[src/rtl/rtc_regs_pkg.sv]
package rtc_regs_pkg;

  localparam int DW   = 32;
  localparam int IXW  = 5;
  localparam int NREG = 17;

  // Word index of each register (byte offset = index * 4)
  localparam logic [IXW-1:0] IX_CTRL    = 5'd0;
  localparam logic [IXW-1:0] IX_SCR     = 5'd1;
  localparam logic [IXW-1:0] IX_LOAD    = 5'd2;
  localparam logic [IXW-1:0] IX_LOAD_RB = 5'd3;
  localparam logic [IXW-1:0] IX_CAL     = 5'd4;
  localparam logic [IXW-1:0] IX_CAL_RB  = 5'd5;
  localparam logic [IXW-1:0] IX_NOW     = 5'd6;
  localparam logic [IXW-1:0] IX_TICK    = 5'd7;
  localparam logic [IXW-1:0] IX_ALARM   = 5'd8;
  localparam logic [IXW-1:0] IX_EST     = 5'd9;
  localparam logic [IXW-1:0] IX_EMSK    = 5'd10;
  localparam logic [IXW-1:0] IX_EUNM    = 5'd11;
  localparam logic [IXW-1:0] IX_EMSET   = 5'd12;
  localparam logic [IXW-1:0] IX_XST     = 5'd13;
  localparam logic [IXW-1:0] IX_XMSK    = 5'd14;
  localparam logic [IXW-1:0] IX_XUNM    = 5'd15;
  localparam logic [IXW-1:0] IX_XMSET   = 5'd16;

  // Plain read/write words built by one generate loop
  localparam int NPLAIN = 4;
  localparam logic [IXW-1:0] PLAIN_IX [NPLAIN] = '{IX_SCR, IX_LOAD, IX_CAL, IX_ALARM};

endpackage

[src/rtl/rtc_rst_sync.sv]
module rtc_rst_sync (
  input  logic clk_i,
  input  logic rst_ni,
  output logic rst_no
);

  logic [1:0] sync_q;
  logic [1:0] sync_d;

  always_comb sync_d = {sync_q[0], 1'b1};

  always_ff @(posedge clk_i or negedge rst_ni) begin
    if (!rst_ni) sync_q <= 2'b00;
    else         sync_q <= sync_d;
  end

  assign rst_no = sync_q[1];

endmodule

[src/rtl/rtc_addr_dec.sv]
module rtc_addr_dec
  import rtc_regs_pkg::*;
#(
  parameter int AW = 7
) (
  input  logic           req_i,
  input  logic           we_i,
  input  logic [AW-1:0]  addr_i,
  output logic [IXW-1:0] ix_o,
  output logic           wr_o,
  output logic           rd_o,
  output logic           bad_o
);

  localparam int WAW = AW - 2;

  logic [WAW-1:0] word;

  assign word = addr_i[AW-1:2];

  always_comb begin
    bad_o = (addr_i[1:0] != 2'b00) || (word >= WAW'(NREG));
    ix_o  = IXW'(word);
    wr_o  = req_i &  we_i & ~bad_o;
    rd_o  = req_i & ~we_i;
  end

endmodule

[src/rtl/rtc_cfg_reg.sv]
module rtc_cfg_reg #(
  parameter int         W     = 32,
  parameter logic [W-1:0] RST   = '0,
  parameter logic [W-1:0] WMASK = '1
) (
  input  logic         clk_i,
  input  logic         rst_ni,
  input  logic         we_i,
  input  logic [W-1:0] wdata_i,
  output logic [W-1:0] q_o
);

  logic [W-1:0] q;
  logic [W-1:0] d;

  always_comb d = wdata_i & WMASK;

  always_ff @(posedge clk_i or negedge rst_ni) begin
    if (!rst_ni)   q <= RST;
    else if (we_i) q <= d;
  end

  assign q_o = q;

endmodule

[src/rtl/rtc_irq_grp.sv]
module rtc_irq_grp #(
  parameter int N = 2
) (
  input  logic         clk_i,
  input  logic         rst_ni,
  input  logic [N-1:0] set_i,
  input  logic         clr_we_i,
  input  logic         unm_we_i,
  input  logic         msk_we_i,
  input  logic [N-1:0] wdata_i,
  output logic [N-1:0] stat_o,
  output logic [N-1:0] mask_o,
  output logic         irq_o
);

  logic [N-1:0] stat_q, stat_d;
  logic [N-1:0] mask_q, mask_d;
  logic [N-1:0] clr_bits;

  // Clear first, then set: a same-cycle set survives
  always_comb begin
    clr_bits = clr_we_i ? wdata_i : '0;
    stat_d   = (stat_q & ~clr_bits) | set_i;
  end

  // Mask changes only through the two strobe registers
  always_comb begin
    mask_d = mask_q;
    if (unm_we_i)      mask_d = mask_q & ~wdata_i;
    else if (msk_we_i) mask_d = mask_q |  wdata_i;
  end

  always_ff @(posedge clk_i or negedge rst_ni) begin
    if (!rst_ni) begin
      stat_q <= '0;
      mask_q <= '1;
    end else begin
      stat_q <= stat_d;
      mask_q <= mask_d;
    end
  end

  assign stat_o = stat_q;
  assign mask_o = mask_q;
  assign irq_o  = |(stat_q & ~mask_q);

endmodule

[src/rtl/rtc_regfile.sv]
module rtc_regfile
  import rtc_regs_pkg::*;
#(
  parameter int          AW         = 7,
  parameter int          EVT_N      = 2,
  parameter int          CAL_RB_W   = 21,
  parameter int          TICK_W     = 16,
  parameter logic [31:0] CTRL_RST   = 32'h0100_0000,
  parameter logic [31:0] CTRL_WMASK = 32'h8F00_0001
) (
  input  logic             clk_i,
  input  logic             rst_ni,
  input  logic             bus_req_i,
  input  logic             bus_we_i,
  input  logic [AW-1:0]    bus_addr_i,
  input  logic [31:0]      bus_wdata_i,
  output logic [31:0]      bus_rdata_o,
  input  logic [EVT_N-1:0] evt_i,
  input  logic [31:0]      time_now_i,
  input  logic [31:0]      time_load_rb_i,
  input  logic [31:0]      cal_rb_i,
  input  logic [31:0]      tick_now_i,
  output logic [31:0]      ctrl_o,
  output logic [31:0]      time_load_o,
  output logic [31:0]      cal_load_o,
  output logic [31:0]      alarm_o,
  output logic             evt_irq_o,
  output logic             err_irq_o
);

  localparam logic [31:0] CAL_MASK  = 32'((64'd1 << CAL_RB_W) - 64'd1);
  localparam logic [31:0] TICK_MASK = 32'((64'd1 << TICK_W) - 64'd1);

  logic             rst_n;
  logic [IXW-1:0]   ix;
  logic             wr_en, rd_en, bad;
  logic [31:0]      ctrl_q;
  logic [31:0]      plain_q [NPLAIN];
  logic             ctrl_we;
  logic             evt_clr_we, evt_unm_we, evt_msk_we;
  logic             err_clr_we, err_unm_we, err_msk_we;
  logic [EVT_N-1:0] evt_stat, evt_mask;
  logic [0:0]       err_stat, err_mask;
  logic [0:0]       err_set;
  logic [31:0]      rd_val, rdata_d, rdata_q;

  rtc_rst_sync u_rst (
    .clk_i  (clk_i),
    .rst_ni (rst_ni),
    .rst_no (rst_n)
  );

  rtc_addr_dec #(.AW(AW)) u_dec (
    .req_i  (bus_req_i),
    .we_i   (bus_we_i),
    .addr_i (bus_addr_i),
    .ix_o   (ix),
    .wr_o   (wr_en),
    .rd_o   (rd_en),
    .bad_o  (bad)
  );

  // Write strobes
  always_comb begin
    ctrl_we    = wr_en && (ix == IX_CTRL);
    evt_clr_we = wr_en && (ix == IX_EST);
    evt_unm_we = wr_en && (ix == IX_EUNM);
    evt_msk_we = wr_en && (ix == IX_EMSET);
    err_clr_we = wr_en && (ix == IX_XST);
    err_unm_we = wr_en && (ix == IX_XUNM);
    err_msk_we = wr_en && (ix == IX_XMSET);
    err_set    = bus_req_i & bad;   // unmapped or misaligned access
  end

  // Control: reserved bits forced to zero
  rtc_cfg_reg #(.W(32), .RST(CTRL_RST), .WMASK(CTRL_WMASK)) u_ctrl (
    .clk_i   (clk_i),
    .rst_ni  (rst_n),
    .we_i    (ctrl_we),
    .wdata_i (bus_wdata_i),
    .q_o     (ctrl_q)
  );

  // Plain 32-bit words
  for (genvar g = 0; g < NPLAIN; g++) begin : g_plain
    logic plain_we;
    assign plain_we = wr_en && (ix == PLAIN_IX[g]);
    rtc_cfg_reg #(.W(32), .RST('0), .WMASK('1)) u_reg (
      .clk_i   (clk_i),
      .rst_ni  (rst_n),
      .we_i    (plain_we),
      .wdata_i (bus_wdata_i),
      .q_o     (plain_q[g])
    );
  end

  rtc_irq_grp #(.N(EVT_N)) u_evt (
    .clk_i    (clk_i),
    .rst_ni   (rst_n),
    .set_i    (evt_i),
    .clr_we_i (evt_clr_we),
    .unm_we_i (evt_unm_we),
    .msk_we_i (evt_msk_we),
    .wdata_i  (bus_wdata_i[EVT_N-1:0]),
    .stat_o   (evt_stat),
    .mask_o   (evt_mask),
    .irq_o    (evt_irq_o)
  );

  rtc_irq_grp #(.N(1)) u_err (
    .clk_i    (clk_i),
    .rst_ni   (rst_n),
    .set_i    (err_set),
    .clr_we_i (err_clr_we),
    .unm_we_i (err_unm_we),
    .msk_we_i (err_msk_we),
    .wdata_i  (bus_wdata_i[0:0]),
    .stat_o   (err_stat),
    .mask_o   (err_mask),
    .irq_o    (err_irq_o)
  );

  // Read mux: strobe registers and unmapped offsets read zero
  always_comb begin
    case (ix)
      IX_CTRL:    rd_val = ctrl_q;
      IX_SCR:     rd_val = plain_q[0];
      IX_LOAD:    rd_val = plain_q[1];
      IX_LOAD_RB: rd_val = time_load_rb_i;
      IX_CAL:     rd_val = plain_q[2];
      IX_CAL_RB:  rd_val = cal_rb_i & CAL_MASK;
      IX_NOW:     rd_val = time_now_i;
      IX_TICK:    rd_val = tick_now_i & TICK_MASK;
      IX_ALARM:   rd_val = plain_q[3];
      IX_EST:     rd_val = 32'(evt_stat);
      IX_EMSK:    rd_val = 32'(evt_mask);
      IX_XST:     rd_val = 32'(err_stat);
      IX_XMSK:    rd_val = 32'(err_mask);
      default:    rd_val = '0;
    endcase
    rdata_d = bad ? '0 : rd_val;
  end

  // Registered read data, one cycle after the request
  always_ff @(posedge clk_i or negedge rst_n) begin
    if (!rst_n)     rdata_q <= '0;
    else if (rd_en) rdata_q <= rdata_d;
  end

  assign bus_rdata_o = rdata_q;
  assign ctrl_o      = ctrl_q;
  assign time_load_o = plain_q[1];
  assign cal_load_o  = plain_q[2];
  assign alarm_o     = plain_q[3];

endmodule

[config.mk]
export PLATFORM = sky130hd
export DESIGN_NAME = rtc_regfile
export DESIGN_NICKNAME = d
export VERILOG_FILES = /design/src/rtl/rtc_regs_pkg.sv /design/src/rtl/rtc_rst_sync.sv /design/src/rtl/rtc_addr_dec.sv /design/src/rtl/rtc_cfg_reg.sv /design/src/rtl/rtc_irq_grp.sv /design/src/rtl/rtc_regfile.sv
export SDC_FILE = /design/constraint.sdc
export NUM_CORES = 1
export LEC_CHECK = 0
export ABC_AREA = 1
export CAP_MARGIN = 5
export CELL_PAD_IN_SITES_DETAIL_PLACEMENT = 0
export CELL_PAD_IN_SITES_GLOBAL_PLACEMENT = 1
export CORE_MARGIN = 2
export CORE_UTILIZATION = 35
export DETAILED_ROUTE_END_ITERATION = 7
export DONT_BUFFER_PORTS = 1
export GPL_ROUTABILITY_DRIVEN = 0
export PLACE_DENSITY_LB_ADDON = 0.1
export SETUP_SLACK_MARGIN = 0.2
export SYNTH_ARGS = -nofsm -noshare
export SYNTH_HDL_FRONTEND = slang
export SYNTH_SLANG_ARGS = --single-unit
[constraint.sdc]
create_clock -name clk_i -period 11.9 [get_ports clk_i]
set_input_delay 0 -clock clk_i [delete_from_list [all_inputs] [get_ports clk_i]]
set_output_delay 0 -clock clk_i [all_outputs]
set_load 0.05 [all_outputs]
==> metrics <==
post-synthesis adder-cell area fraction 0%; Synth Area in Compound Gates 10.09%; Post-synth ARST share 100.0%; Final TNS setup 0 ns; simple-gate share of the synthesized area 32.42%; Chip Width 164.1 um; routed len/inst 17.76 um; Layout area overhead 22.90%; Logic pwr share 7.9%; TritonCTS Buffers 17; Post-DP HPWL 18480 um; syn_area_per_cell 7.478 um2; Net Sw Power 0.0004019 W; worst hold start time_load_rb_i[24]; CP Data Required Time 12.28 ns; nets@finish 1484; reg2reg end bus_rdata_o[1]$_DFFE_PN0P_; total core area 25180 um2; Max Slew Vio Count 0; via count 7794; Post-Syn Area 8966 um2; initial antenna violation count 1; post-synthesis cell count 1199; GR Overflow Total 0; HP Class input pin to flip-flop; pwr dens 122.1 nW/um2; Seq pwr share 49.1%; share of cells above drive strength 1 8.988%; status complete, no violations; Setup crit end kind flip-flop; Worst Hold Depth 5; RSZ-0062 raised after global routing false; GRT Util Overall 22.23%; final core occ 43.76%; number of global-route vias before repair 7773; dpl cell area 9009 um2; DR vias/cell 4.709; Int Power 0.0009438 W; Clock Skews 0.02242 ns; critical path class input pin to flip-flop; most frequent cell after synthesis nand2_1; max cap viols 0; DRT Pass-1 Iters 5; largest net degree at the start of global routing 70; number of cell rows 58; CTS tree built; I/O pin count 335; final hold viol count 0; R2R Setup Slk 9.54 ns; final worst path period share 30.44%; Initial Utilization 35.61%; IO Port Bufs 0; Synth Flop Type dfrtp_1; Startpoint Class input pin; largest area contributor in the synthesized netlist dfrtp_1; synth cell count leaders nand2_1, dfrtp_1, nor2_1; critical path's largest stage delay 0.61 ns; number of distinct library cells after synthesis 27; clk root buf clkbuf_16; Worst Path Max Fanout 8; worst-margin pin slew 1.050 ns; Final Total Pwr 0.001346 W; Synth area leaders dfrtp_1, nand2_1, o21ai_2, nor2_1, o21ai_1; CTS max path bufs 2; Routed Antenna Nets 0; H-tree depth 4; EDFF count, synth 0; worst r2r src g_plain[3].u_reg.q_o[1]$_DFFE_PN0P_; Slew HR 29.84%; switching share of total power 29.87%; Routed WL 29390 um; R2R depth 8; Most common cell on crit path dlygate4sd3_1; 1st-iter DRT viols 371; first-pass GRT wire length 44870 um; WP data arrival 4.00 ns; post-route cell area 11020 um2; Yosys warnings 0; die area 26910 um2; Seq cells post-synth 174; leakage 5.745 nW; die height 164.1 um; Reg clk slew, reported paths 0.08 ns; Setup violations, final 0; Post-Synth XOR/XNOR Area 0%; main combinational cell family by area after synthesis simple AND/OR/NAND/NOR gates; Seq/Total Area, Yosys 48.62%; Max stage delay cell, worst path dlygate4sd3_1; Synth top area share 47.45%; # DRC 0; VDD IR-drop max 0.08550 mV; CTS resizes 0; Critical Path, Cell by Cell dlygate4sd3_1 > nor2_4 > dlygate4sd3_1 > nand2_2 > dlygate4sd3_1 > nor2_1 > dlygate4sd3_1 > a31oi_1 > dlygate4sd3_1 > nor2_1 > dlygate4sd3_1; clock share of power 42.9%; post-synthesis mux area share 0%; clock sink count 174; fmax 276.0 MHz; min cycle time layout 3.623 ns; hold endpoint bus_rdata_o[24]$_DFFE_PN0P_; worst skew pair latency 0.44 ns
## per-stage QoR
stage               setup slack, ns  hold slack (ns)  instances
finish                        8.277          0.01714       1655
CTS                           8.354          0.01026       1654
global placement              9.277          -0.2955       1481
detailed placement            9.248          -0.2955       1481
floorplan                     6.700          -0.2956       1224
global route                  8.158          0.05372       1654
## area by class of cell
class	count	area, um2
fill	2649	14160
sequential	174	4363
clock buffer	17	425.4
clock inverter	15	171.4
tap	330	412.9
timing repair buffer	146	1449
antenna	1	2.502
inverter	63	239.0
multi-input combinational	909	3956
## layer usage
layer,wire length (um),global-route usage (%),vias to the layer above,share of wire (%)
met3,2448,7.525,29,8.3
li1,-,-,3888,-
met5,0,0,-,0
met1,12580,27.84,3621,43
met4,541,6.061,0,1.8
met2,13820,36.67,256,47
## worst max-delay path: cells and delay by family
family,cells,cell delay (ns)
simple gates,4,0.45
buf+inv,6,3.46
compound gates,1,0.09
## state kept, by name, summed over array words and instances, names as in the netlist, named ones only
signal and count:
u_rst.sync_q 2, u_ctrl.q_o 6, u_err.stat_o 1, g_plain.u_reg.q_o 128, bus_rdata_o 32, u_evt.stat_o 2
## what timing repair did
item                      CTS  global route
hold endpoints to repair  174             0
setup buffers               0             0
hold buffers              141             0
## cells by family (layout without fill, tap and decap cells)
family	after synthesis	after routing
DFF	174	174
and+or+nand+nor	740	740
other	2	28
buffers and inverters	141	241
AOI/OAI and AO/OA	142	142
## placed cells by master, fill, tap and decap left out, types with 2 or more instances in the layout
master,count
nor2_4,10
nand2_2,7
nor2_1,80
nor2_2,2
nand2_4,3
clkinv_8,2
inv_2,2
buf_4,5
nand2_1,611
inv_6,4
nand3_1,16
clkinvlp_4,2
inv_8,4
dlygate4sd3_1,141
o21ai_1,54
o21ai_2,50
clkbuf_16,17
nand4_1,6
dfrtp_1,169
conb_1,27
o21ai_0,35
inv_1,60
dfstp_2,4
nor3b_1,2
nor3_1,2
## worst max path at each step
stage	from	end	slack, ns	cells after the start
global placement	bus_addr_i[4]	g_plain[0].u_reg.q_o[22]$_DFFE_PN0P_	9.28	7
floorplan	u_rst.sync_q[1]$_DFF_PN0_	bus_rdata_o[0]$_DFFE_PN0P_	6.70	0
CTS	bus_addr_i[5]	flip-flop	8.35	11
global route	bus_addr_i[5]	flip-flop	8.16	11
finish	bus_addr_i[5]	flip-flop	8.28	11
detailed placement	bus_addr_i[4]	g_plain[0].u_reg.q_o[21]$_DFFE_PN0P_	9.25	7
## power groups by stage
stage | Combinational [W] | Sequential [W] | Clock (W)
floorplan | 0.0000637 | 0.000671 | 0
global placement | 0.0000789 | 0.000674 | 0
detailed placement | 0.0000793 | 0.000674 | 0
CTS | 0.000108 | 0.000662 | 0.000593
global route | 0.000119 | 0.000665 | 0.000616
finish | 0.000107 | 0.000661 | 0.000578
Power figures use the tool's default switching activity.
